`src/rtl/wpx_pkg.sv`:
```
package wpx_pkg;
  typedef enum logic [1:0] {
    BK_HOME0 = 2'd0,
    BK_HOME1 = 2'd1,
    BK_SPARE = 2'd2
  } bank_id_e;

  localparam int unsigned NUM_HOME_BANKS = 2;
  localparam int unsigned NUM_BANKS      = NUM_HOME_BANKS + 1;
endpackage

```
`src/rtl/wpx_bank.sv`:
```
module wpx_bank #(
  parameter int unsigned ROWS   = 8,
  parameter int unsigned DATA_W = 16,
  parameter int unsigned NRD    = 1,
  localparam int unsigned OFF_W = (ROWS > 1) ? $clog2(ROWS) : 1
) (
  input  logic                         clk,
  input  logic                         rst_n,
  input  logic                         we,
  input  logic [OFF_W-1:0]             waddr,
  input  logic [DATA_W-1:0]            wdata,
  input  logic [NRD-1:0][OFF_W-1:0]    raddr,
  output logic [NRD-1:0][DATA_W-1:0]   rdata
);
  logic [ROWS-1:0][DATA_W-1:0] mem_q;
  logic [ROWS-1:0][DATA_W-1:0] mem_nxt;

  always_comb begin
    mem_nxt = mem_q;
    if (we) begin
      mem_nxt[waddr] = wdata;
    end
  end

  always_ff @(posedge clk or negedge rst_n) begin
    if (!rst_n) begin
      mem_q <= '0;
    end else if (we) begin
      mem_q <= mem_nxt;
    end
  end

  for (genvar p = 0; p < NRD; p++) begin : g_rd
    assign rdata[p] = mem_q[raddr[p]];
  end
endmodule

```
`src/rtl/wpx_remap.sv`:
```
module wpx_remap #(
  parameter int unsigned DEPTH = 16,
  localparam int unsigned ADDR_W   = $clog2(DEPTH),
  localparam int unsigned TBL_BITS = ($clog2(wpx_pkg::NUM_HOME_BANKS + 1) - 1) * DEPTH
) (
  input  logic                clk,
  input  logic                rst_n,
  input  logic                set_en,
  input  logic [ADDR_W-1:0]   set_addr,
  input  logic                set_spare,
  input  logic                clr_en,
  input  logic [ADDR_W-1:0]   clr_addr,
  output logic [TBL_BITS-1:0] in_spare
);
  logic [TBL_BITS-1:0] tbl_q;
  logic [TBL_BITS-1:0] tbl_nxt;
  logic                tbl_ce;

  assign tbl_ce = set_en | clr_en;

  always_comb begin
    tbl_nxt = tbl_q;
    if (clr_en) begin
      tbl_nxt[clr_addr] = 1'b0;
    end
    if (set_en) begin
      tbl_nxt[set_addr] = set_spare;
    end
  end

  always_ff @(posedge clk or negedge rst_n) begin
    if (!rst_n) begin
      tbl_q <= '0;
    end else if (tbl_ce) begin
      tbl_q <= tbl_nxt;
    end
  end

  assign in_spare = tbl_q;

  // two partners never both claim the spare slot of their row
  for (genvar r = 0; r < DEPTH / 2; r++) begin : g_chk
    p_one_spare_per_row_r8: assert property (@(posedge clk) disable iff (!rst_n)
      !(tbl_q[2*r] && tbl_q[2*r+1]));
  end

  // a table update is visible in the following cycle
  p_set_lands_r4: assert property (@(posedge clk) disable iff (!rst_n)
    set_en |=> (tbl_q[$past(set_addr)] == $past(set_spare)));
endmodule

```
`src/rtl/wpx_steer.sv`:
```
module wpx_steer #(
  parameter int unsigned ADDR_W = 4
) (
  input  logic                 clk,
  input  logic                 rst_n,
  input  logic                 en0,
  input  logic [ADDR_W-1:0]    addr0,
  input  wpx_pkg::bank_id_e    cur0,
  input  logic                 en1,
  input  logic [ADDR_W-1:0]    addr1,
  input  wpx_pkg::bank_id_e    cur1,
  input  logic                 partner_spare,
  output logic                 go0,
  output logic                 go1,
  output wpx_pkg::bank_id_e    tgt0,
  output wpx_pkg::bank_id_e    tgt1,
  output logic                 evict,
  output logic                 moved,
  output logic                 moved_spare
);
  import wpx_pkg::*;

  logic     same_addr;
  logic     clash;
  bank_id_e home1;

  assign same_addr = en0 && en1 && (addr0 == addr1);
  assign go0       = en0 && !same_addr;
  assign go1       = en1;
  assign clash     = go0 && go1 && (cur0 == cur1);
  assign home1     = bank_id_e'({1'b0, addr1[0]});

  always_comb begin
    tgt0 = cur0;
    tgt1 = cur1;
    if (clash) begin
      tgt1 = (cur1 == BK_SPARE) ? home1 : BK_SPARE;
    end
  end

  assign evict       = clash && (cur1 != BK_SPARE) && partner_spare;
  assign moved       = clash;
  assign moved_spare = clash && (cur1 != BK_SPARE);

  // the two effective writes never share a bank
  p_ports_split_r9: assert property (@(posedge clk) disable iff (!rst_n)
    (go0 && go1) |-> (tgt0 != tgt1));

  // an eviction only accompanies a move into the spare bank
  p_evict_with_move_r6: assert property (@(posedge clk) disable iff (!rst_n)
    evict |-> (tgt1 == BK_SPARE));

  // a same-address pair never produces two writes
  p_same_addr_single_r7: assert property (@(posedge clk) disable iff (!rst_n)
    (en0 && en1 && (addr0 == addr1)) |-> !(go0 && go1));
endmodule

```
`src/rtl/dual_write_remap_mem.sv`:
```
module dual_write_remap_mem #(
  parameter int unsigned DEPTH  = 16,
  parameter int unsigned DATA_W = 16,
  localparam int unsigned ADDR_W = $clog2(DEPTH),
  localparam int unsigned ROWS   = DEPTH / 2,
  localparam int unsigned OFF_W  = (ROWS > 1) ? $clog2(ROWS) : 1
) (
  input  logic              clk,
  input  logic              rst_n,
  input  logic              wr0_en,
  input  logic [ADDR_W-1:0] wr0_addr,
  input  logic [DATA_W-1:0] wr0_data,
  input  logic              wr1_en,
  input  logic [ADDR_W-1:0] wr1_addr,
  input  logic [DATA_W-1:0] wr1_data,
  input  logic              rd_en,
  input  logic [ADDR_W-1:0] rd_addr,
  output logic              rd_valid,
  output logic [DATA_W-1:0] rd_data
);
  import wpx_pkg::*;

  logic [DEPTH-1:0] in_spare;
  bank_id_e         cur0, cur1, cur_rd;
  logic             partner_spare;
  logic [ADDR_W-1:0] partner_addr;

  logic     go0, go1, evict, moved, moved_spare;
  bank_id_e tgt0, tgt1;

  logic [OFF_W-1:0] off0, off1, off_rd;

  logic [NUM_BANKS-1:0]             bk_we;
  logic [NUM_BANKS-1:0][OFF_W-1:0]  bk_waddr;
  logic [NUM_BANKS-1:0][DATA_W-1:0] bk_wdata;
  logic [NUM_BANKS-1:0][DATA_W-1:0] bk_rword;
  logic [DATA_W-1:0]                evict_word;

  logic              rd_valid_q;
  logic [DATA_W-1:0] rd_data_q;
  logic [DATA_W-1:0] rd_data_nxt;

  function automatic bank_id_e locate(input logic [ADDR_W-1:0] a,
                                      input logic [DEPTH-1:0] tbl);
    return tbl[a] ? BK_SPARE : bank_id_e'({1'b0, a[0]});
  endfunction

  assign off0   = wr0_addr[ADDR_W-1:1];
  assign off1   = wr1_addr[ADDR_W-1:1];
  assign off_rd = rd_addr[ADDR_W-1:1];

  assign cur0          = locate(wr0_addr, in_spare);
  assign cur1          = locate(wr1_addr, in_spare);
  assign cur_rd        = locate(rd_addr, in_spare);
  assign partner_addr  = wr1_addr ^ {{(ADDR_W-1){1'b0}}, 1'b1};
  assign partner_spare = in_spare[partner_addr];

  wpx_remap #(.DEPTH(DEPTH)) u_remap (
    .clk       (clk),
    .rst_n     (rst_n),
    .set_en    (go1 && moved),
    .set_addr  (wr1_addr),
    .set_spare (moved_spare),
    .clr_en    (evict),
    .clr_addr  (partner_addr),
    .in_spare  (in_spare)
  );

  wpx_steer #(.ADDR_W(ADDR_W)) u_steer (
    .clk           (clk),
    .rst_n         (rst_n),
    .en0           (wr0_en),
    .addr0         (wr0_addr),
    .cur0          (cur0),
    .en1           (wr1_en),
    .addr1         (wr1_addr),
    .cur1          (cur1),
    .partner_spare (partner_spare),
    .go0           (go0),
    .go1           (go1),
    .tgt0          (tgt0),
    .tgt1          (tgt1),
    .evict         (evict),
    .moved         (moved),
    .moved_spare   (moved_spare)
  );

  for (genvar k = 0; k < NUM_BANKS; k++) begin : g_bank
    logic hit0, hit1, hit_ev;
    assign hit0   = go0 && (tgt0 == bank_id_e'(k));
    assign hit1   = go1 && (tgt1 == bank_id_e'(k));
    assign hit_ev = evict && (k < NUM_HOME_BANKS) && (partner_addr[0] == k[0]);

    always_comb begin
      bk_we[k]    = hit0 | hit1 | hit_ev;
      bk_waddr[k] = off1;
      bk_wdata[k] = wr1_data;
      if (hit0) begin
        bk_waddr[k] = off0;
        bk_wdata[k] = wr0_data;
      end else if (hit_ev) begin
        bk_waddr[k] = off1;
        bk_wdata[k] = evict_word;
      end
    end

    if (k == int'(BK_SPARE)) begin : g_spare
      logic [1:0][OFF_W-1:0]  ra;
      logic [1:0][DATA_W-1:0] rw;
      assign ra[0] = off_rd;
      assign ra[1] = off1;
      wpx_bank #(.ROWS(ROWS), .DATA_W(DATA_W), .NRD(2)) u_bank (
        .clk   (clk),
        .rst_n (rst_n),
        .we    (bk_we[k]),
        .waddr (bk_waddr[k]),
        .wdata (bk_wdata[k]),
        .raddr (ra),
        .rdata (rw)
      );
      assign bk_rword[k] = rw[0];
      assign evict_word  = rw[1];
    end else begin : g_home
      logic [0:0][OFF_W-1:0]  ra;
      logic [0:0][DATA_W-1:0] rw;
      assign ra[0] = off_rd;
      wpx_bank #(.ROWS(ROWS), .DATA_W(DATA_W), .NRD(1)) u_bank (
        .clk   (clk),
        .rst_n (rst_n),
        .we    (bk_we[k]),
        .waddr (bk_waddr[k]),
        .wdata (bk_wdata[k]),
        .raddr (ra),
        .rdata (rw)
      );
      assign bk_rword[k] = rw[0];
    end

    // one write per physical bank per cycle
    p_one_write_per_bank_r9: assert property (@(posedge clk) disable iff (!rst_n)
      $countones({hit0, hit1, hit_ev}) <= 1);
  end

  assign rd_data_nxt = bk_rword[cur_rd];

  always_ff @(posedge clk or negedge rst_n) begin
    if (!rst_n) begin
      rd_valid_q <= 1'b0;
    end else begin
      rd_valid_q <= rd_en;
    end
  end

  always_ff @(posedge clk or negedge rst_n) begin
    if (!rst_n) begin
      rd_data_q <= '0;
    end else if (rd_en) begin
      rd_data_q <= rd_data_nxt;
    end
  end

  assign rd_valid = rd_valid_q;
  assign rd_data  = rd_data_q;

  // read strobe is the request delayed by one cycle
  p_valid_follows_r10: assert property (@(posedge clk) disable iff (!rst_n)
    rd_valid |-> $past(rd_en));

  // an evicted partner is marked home in the following cycle
  p_evicted_home_r6: assert property (@(posedge clk) disable iff (!rst_n)
    evict |=> !in_spare[$past(partner_addr)]);
endmodule

```
`config.mk`:
```
export PLATFORM = sky130hd
export DESIGN_NAME = dual_write_remap_mem
export DESIGN_NICKNAME = d
export VERILOG_FILES = /design/src/rtl/wpx_pkg.sv /design/src/rtl/wpx_bank.sv /design/src/rtl/wpx_remap.sv /design/src/rtl/wpx_steer.sv /design/src/rtl/dual_write_remap_mem.sv
export SDC_FILE = /design/constraint.sdc
export NUM_CORES = 1
export LEC_CHECK = 0
export ABC_CLOCK_PERIOD_IN_PS = 7620
export BUFFER_PORTS_ARGS = -buffer_cell sky130_fd_sc_hd__buf_2
export CORE_ASPECT_RATIO = 0.8
export CORE_MARGIN = 1
export CORE_UTILIZATION = 55
export DETAILED_ROUTE_END_ITERATION = 10
export GPL_TIMING_DRIVEN = 0
export HOLD_SLACK_MARGIN = 0.02
export PLACE_DENSITY = 0.73
export SLEW_MARGIN = 40
export SYNTH_ARGS = -nofsm -noshare
export SYNTH_HDL_FRONTEND = slang
export SYNTH_SLANG_ARGS = --single-unit
```
`constraint.sdc`:
```
create_clock -name clk -period 7.62 [get_ports clk]
set_input_delay 0.762 -clock clk [delete_from_list [all_inputs] [get_ports clk]]
set_output_delay 0.762 -clock clk [all_outputs]
set_load 0.005 [all_outputs]
```
### Word-level counts from Yosys, hierarchy flattened

Index checks and enable logic that the tools add are counted.

| word-level totals | value |
|---|---|
| flip-flop bits (word level) | 417 |
| input port bits | 49 |
| word-level logic and storage cells | 130 |

| operators by class | value |
|---|---|
| order comparisons | 15 |
| equal/unequal tests | 8 |
| multiplexer cells | 47 |
| bitwise logic cells | 9 |
| reduce and logical (&&, ||, !) cells | 24 |

Operator list:

| cell | count |
|---|---|
| bitwise mux 128 bit | 3 |
| 2-to-1 mux 16 bit | 15 |
| binary-select mux 16 bit (select 3 bit) | 4 |
| demux 16 bit (select 3 bit) | 3 |
| binary-select mux 16 bit (select 2 bit) | 1 |
| logical AND 1 bit | 21 |
| < comparator 3 x 4 -> 1 bit, second input constant | 5 |
| < comparator 4 x 5 -> 1 bit, second input constant | 4 |
| bitwise AND 16 bit | 1 |
| binary-select mux 1 bit (select 4 bit) | 4 |
| bitwise mux 16 bit | 1 |
| NOT 16 bit | 1 |
| 2-to-1 mux 2 bit | 5 |
| >= comparator 3 x 1 -> 1 bit, second input constant | 3 |
| 2-to-1 mux 3 bit | 3 |
| demux 1 bit (select 4 bit) | 2 |
| >= comparator 4 x 1 -> 1 bit, second input constant | 2 |
| == test 2 bit, second input constant | 3 |
| 2-to-1 mux 1 bit | 6 |
| OR 1 bit | 6 |
| == test 2 x 1 -> 1 bit, second input constant | 2 |
| == test 4 bit | 1 |
| zero test 2 bit | 2 |
| < comparator 2 x 3 -> 1 bit, second input constant | 1 |
| other kinds (4) | 4 |

### Depth between registers and ports, before layout

| logic depth | value |
|---|---|
| depth after elaboration | 12 |
| depth in mapped cells | 12 |
| gate-level depth less buffers | 7 |

### Cells and area by module

From an unflattened synthesis, not the netlist that was laid out.

| unflattened totals | value |
|---|---|
| cell total of the unflattened synthesis | 1,454 |
| area total of the unflattened synthesis | 22,431.5 um2 |

Modules (own cells, without submodules):

| module | times used | cells each | area an instance (um2) | sequential area each (um2) |
|---|---|---|---|---|
| wpx_bank (g_bank[0].g_home.u_bank ...) | 2 | 336 | 5,929.4 | 3,203.1 |
| wpx_bank (g_bank[2].g_spare.u_bank) | 1 | 393 | 6,998.0 | 3,203.1 |
| dual_write_remap_mem | 1 | 296 | 2,616.3 | 425.4 |
| wpx_remap | 1 | 72 | 799.5 | 400.4 |
| wpx_steer | 1 | 21 | 158.9 | 0.0 |

### Worst setup path after synthesis

OpenSTA, ideal clock, no wires.

| timing | value |
|---|---|
| path type | input to register |
| from | input port wr1_addr[1] |
| to | register g_bank[0].g_home.u_bank.mem_q[10] (netlist bit) |
| setup time | 125 ps |
| arrival time | 3,768 ps |
| required time | 7,495 ps |
| slack | 3,727 ps |
| stages | 12 |
| path buffers | 5 |
| path through | clkbuf_1 > buf_2 > mux2i_1 > o22ai_1 > or4_4 > buf_6 > or4_4 > buf_6 > o211ai_4 > a22oi_4 > buf_6 > mux2_4 |

| between the ends | value |
|---|---|
| cells in the longest elaborated chain, start to end | 12 |

RTL lines:

| element | RTL line | source |
|---|---|---|
| from (decl) | dual_write_remap_mem.sv:14 | `input logic [ADDR_W-1:0] wr1_addr,` |
| parallel branches: the longest is 12 deep, another holds < comparator 3 x 4 -> 1 bit | n/a |  |
| to (signal assigned) | wpx_bank.sv:29 | `mem_q <= mem_nxt;` |
| to (decl) | wpx_bank.sv:15 | `logic [ROWS-1:0][DATA_W-1:0] mem_q;` |

Several ways; the timed one is not identified. The select of a mux whose other input is x is not followed.
A chain may end at the register's enable or synchronous reset.

### Worst setup path after layout

| timing | value |
|---|---|
| from | input port wr0_addr[0] |
| to | register g_bank[1].g_home.u_bank.mem_q[74] (netlist bit) |

| between the ends | value |
|---|---|
| cells in the longest elaborated chain, start to end | 12 |

RTL lines:

| element | RTL line | source |
|---|---|---|
| from (decl) | dual_write_remap_mem.sv:11 | `input logic [ADDR_W-1:0] wr0_addr,` |
| parallel branches: the longest is 12 deep, another holds < comparator 3 x 4 -> 1 bit | n/a |  |
| to (signal assigned) | wpx_bank.sv:29 |  |
| to (decl) | wpx_bank.sv:15 |  |

Several ways; the timed one is not identified. The select of a mux whose other input is x is not followed.

==> flow_summary.yaml <==
clocking:
  cts_post_setup_buffers_inserted: 0
  cts.reportedPaths.clkPinSlew_ps: 60
  clk_latency_ps: 580
  tritoncts.num_buffers: 43
  cts_htree_levels: 2
  cts.hold.buffers_added: 0
  cell_at_the_root_of_the_clock_tree: "sky130_fd_sc_hd__clkbuf_16"
  cts_num_sinks: 417
  tritoncts: "done"
  cts_resized: 0
  cts-root-to-sink-buffers: 3
sta:
  clock-skew-final_ps: 22.6
  report.final.hold_viol_count: 0
  final_period_minus_worst_setup_slack_ps: 4480
  timing.max_slew.rel_slack_pct: 38.7
  setup-violations-final: 0
  setup_repair_after_global_routing_missed_its_margin: "false"
  fin_crit_share_pct: 58.8
  drv_slew: 0
  worst_slew_pin_tran_ps: 919
  max_clock_freq_ghz: 0.223
  setup-tns-final_ps: 0
pwr:
  power.ir.vdd_worst_v: 0.000226
  power_frac_comb_pct: 27.1
  p_int_mw: 5.52
  leakage_nw: 10.5
  power_per_cell_area_nw_per_um2: 328
  power.net_switching_mw: 2.39
  power.share.clock_pct: 26.9
  share_seq_of_total_power_pct: 46.0
  p_sw_share_pct: 30.2
synth:
  syn_avg_cell_area_sq_um: 13.5
  synth_area_leaders: "sky130_fd_sc_hd__dfrtp_1, sky130_fd_sc_hd__mux4_2, sky130_fd_sc_hd__mux2_1"
  post_synth_instance_area_sq_um: 21600
  synthDominantAreaCellType: "sky130_fd_sc_hd__dfrtp_1"
  synth-seq-area-share_pct: 48.4
  synthMostInstantiatedCell: "sky130_fd_sc_hd__dfrtp_1"
  synth_top_cells_by_count: "sky130_fd_sc_hd__dfrtp_1, sky130_fd_sc_hd__mux4_2, sky130_fd_sc_hd__mux2_1, sky130_fd_sc_hd__nand2_1, sky130_fd_sc_hd__o21ai_0"
  count_of_distinct_cell_types_in_the_synthesized_netlist: 57
  dominantRegCellSynth: "sky130_fd_sc_hd__dfrtp_1"
  synthDominantCellAreaShare_pct: 48.4
  ys.warnings.count: 0
  ys_seq_elements: 417
  synth_edf_count: 0
  async_reset_ff_share_pct: 100
  netlist_instances: 1603
  synthesis.nets: 1652
placement:
  dpl-instance-area_sq_um: 22700
  detailedPlacementHpwl_um: 44000
  gp_congestion: 0.961
  io_buffers: 59
worst_setup_path:
  worst-r2r-cell-count: 8
  setup.worst_path.end_class: "flop"
  critPathSlowestCell: "sky130_fd_sc_hd__o32ai_2"
  worst_path_dominant_cell_family: "multiplexers"
  crit_path_cell_trace: "buf_2 > buf_2 > mux4_2 > mux2_2 > mux2i_1 > clkbuf_1 > nand3_1 > o32ai_2 > buf_2 > mux2_1"
  critical_path_required_ps: 8070
  timing.critical_path.slowest_cell_delay_ps: 800
  startpoint_class: "input port"
  cp_data_arrival_time_ps: 4930
  setup.worst_path.class: "in -> reg"
  cp_max_fo: 10
  levels_on_crit_path: 10
  critical_path.most_common_cell: "sky130_fd_sc_hd__buf_2"
  critical_path_buf_inv_count: 4
finish:
  fin_area_sq_um: 24100
  area_growth_pct: 11.8
  design.final.nets: 1761
  final-seq-area_sq_um: 10400
  post_route_cells_drive_above_1_share_pct: 28.0
  multi_input_gate_area_sq_um: 10500
  fillerInstances: 2926
hold_path:
  hold_path_class: "in -> async"
grt:
  grt_antenna_before_repair: 2
  grt_pass1_wl_um: 95300
  globalRouteTotalUtil_pct: 32.3
  grt_pass1_vias: 15336
  total_overflow_reported_by_the_global_router: 0
  grt_start_max_net_pins: 80
floorplan:
  die-height_um: 179
  floorplan.initialDensity_pct: 56.1
  die_width_um: 223
  io_pins: 66
  placementRows: 64
  core_area_sq_um: 38400
  overall_die_area_sq_um: 40000
route:
  drcViolationCount: 0
  via_count: 15058
  drt_pass1_iterations: 5
  routed_via_density: 6.72
  drt-initial-drc-count: 1560
  avgRoutedWirePerCell_um: 27.4
  drt_wl_total_um: 61400
  drt.antenna.violating_nets: 0
outcome:
  run_status: "completed"
job:
  maxCapViolations: 0
-- logic make-up after synthesis --
family                    after synthesis  synth area share, %
AOI/OAI and AO/OA                     260                 7.96
DFF                                   417                 48.4
xor gates and xnor gates                5                0.203
buffers and inverters                 141                 2.94
muxes                                 502                 35.0
and+or+nand+nor                       278                 5.56
-- stage by stage --
stage	hold WS, ps	setup slack, ps	utilization [%]	instances	power (mW)
global route	126	3090	62.7	2240	8.31
floorplan	452	3730	-	1603	5.07
global placement	463	-2260	58.5	2157	5.63
finish	104	3140	62.7	2242	7.92
CTS	109	3250	62.7	2240	7.92
detailed placement	469	2660	59.0	2162	5.78
-- power groups by stage --
stage / clock [mW] / combinational, mW / sequential, mW
after global placement: 0 / 2.04 / 3.59
after global routing: 2.24 / 2.33 / 3.74
after floorplan: 0 / 1.62 / 3.45
final: 2.13 / 2.14 / 3.64
after detailed placement: 0 / 2.13 / 3.65
after CTS: 2.16 / 2.14 / 3.62
-- placed cells by master, fill, tap and decap left out, types with 3 or more instances in the layout --
cell type and n:
sky130_fd_sc_hd__dfrtp_1 417, sky130_fd_sc_hd__mux4_2 157, sky130_fd_sc_hd__mux2_1 153, sky130_fd_sc_hd__nand2_1 151, sky130_fd_sc_hd__o21ai_0 94, sky130_fd_sc_hd__buf_2 86, sky130_fd_sc_hd__nor2_1 76, sky130_fd_sc_hd__clkbuf_1 72
sky130_fd_sc_hd__mux2i_1 70, sky130_fd_sc_hd__mux2_2 67, sky130_fd_sc_hd__a21oi_1 65, sky130_fd_sc_hd__mux2_4 55, sky130_fd_sc_hd__clkbuf_16 43, sky130_fd_sc_hd__o21ai_1 32, sky130_fd_sc_hd__inv_1 29, sky130_fd_sc_hd__o211ai_1 17
sky130_fd_sc_hd__buf_6 11, sky130_fd_sc_hd__clkbuf_2 10, sky130_fd_sc_hd__nand3_1 10, sky130_fd_sc_hd__clkbuf_8 10, sky130_fd_sc_hd__nor3_1 7, sky130_fd_sc_hd__nand2b_1 7, sky130_fd_sc_hd__a221oi_1 6, sky130_fd_sc_hd__o221ai_1 6
sky130_fd_sc_hd__o22ai_1 5, sky130_fd_sc_hd__clkinv_2 5, sky130_fd_sc_hd__buf_16 5, sky130_fd_sc_hd__xnor2_1 4, sky130_fd_sc_hd__nor2b_1 4, sky130_fd_sc_hd__o2111ai_1 4, sky130_fd_sc_hd__a22oi_4 4, sky130_fd_sc_hd__a32oi_4 4
sky130_fd_sc_hd__o22ai_2 4, sky130_fd_sc_hd__buf_1 3, sky130_fd_sc_hd__nand3b_1 3, sky130_fd_sc_hd__o32ai_2 3
-- worst register-to-register path, stage by stage (launching register included) --
cell and delay, ps:
sky130_fd_sc_hd__dfrtp_1 420, sky130_fd_sc_hd__mux4_2 500, sky130_fd_sc_hd__mux2_2 310, sky130_fd_sc_hd__mux2i_1 240, sky130_fd_sc_hd__clkbuf_1 490, sky130_fd_sc_hd__nand3_1 400
sky130_fd_sc_hd__o32ai_2 800, sky130_fd_sc_hd__buf_2 480, sky130_fd_sc_hd__mux2_1 380
-- sequential cells by signal, indices dropped and copies added (netlist names) --
name                         count
u_remap.in_spare                16
rd_valid                         1
rd_data                         16
g_bank.g_home.u_bank.mem_q     256
g_bank.g_spare.u_bank.mem_q    128
-- layer usage --
metal / routed length (um) / GRT usage, %
met1: 25900 / 46.4
met2: 28000 / 49.1
met3: 5510 / 6.72
met4: 2010 / 11.7
met5: 0 / 0
-- final timing paths --
| path | end | slack, ps | start |
|---|---|---|---|
| max | g_bank[1].g_home.u_bank.mem_q[74] | 3140 | wr0_addr[0] |
| min reg2reg | g_bank[1].g_home.u_bank.mem_q[73] | 480 | g_bank[1].g_home.u_bank.mem_q[73] |
| max reg2reg | g_bank[1].g_home.u_bank.mem_q[74] | 3460 | u_remap.in_spare[7] |
| max in group asynchronous | g_bank[1].g_home.u_bank.mem_q[71] | 6360 | rst_n |
| min | u_remap.in_spare[14] | 100 | rst_n |
| min in group clk | rd_valid | 420 | rd_en |
-- cell type report --
type,count,share of cell area (%)
Antenna cell,2,0.0208
Buffer,112,2.30
Clock buffer,66,5.24
Clock inverter,12,0.623
Inverter,29,0.451
Multi-Input combinational cell,1045,43.7
Sequential cell,417,43.3
Tap cell,495,2.57
Timing Repair Buffer,64,1.84
Note: power is estimated with default switching activity, not from simulation.
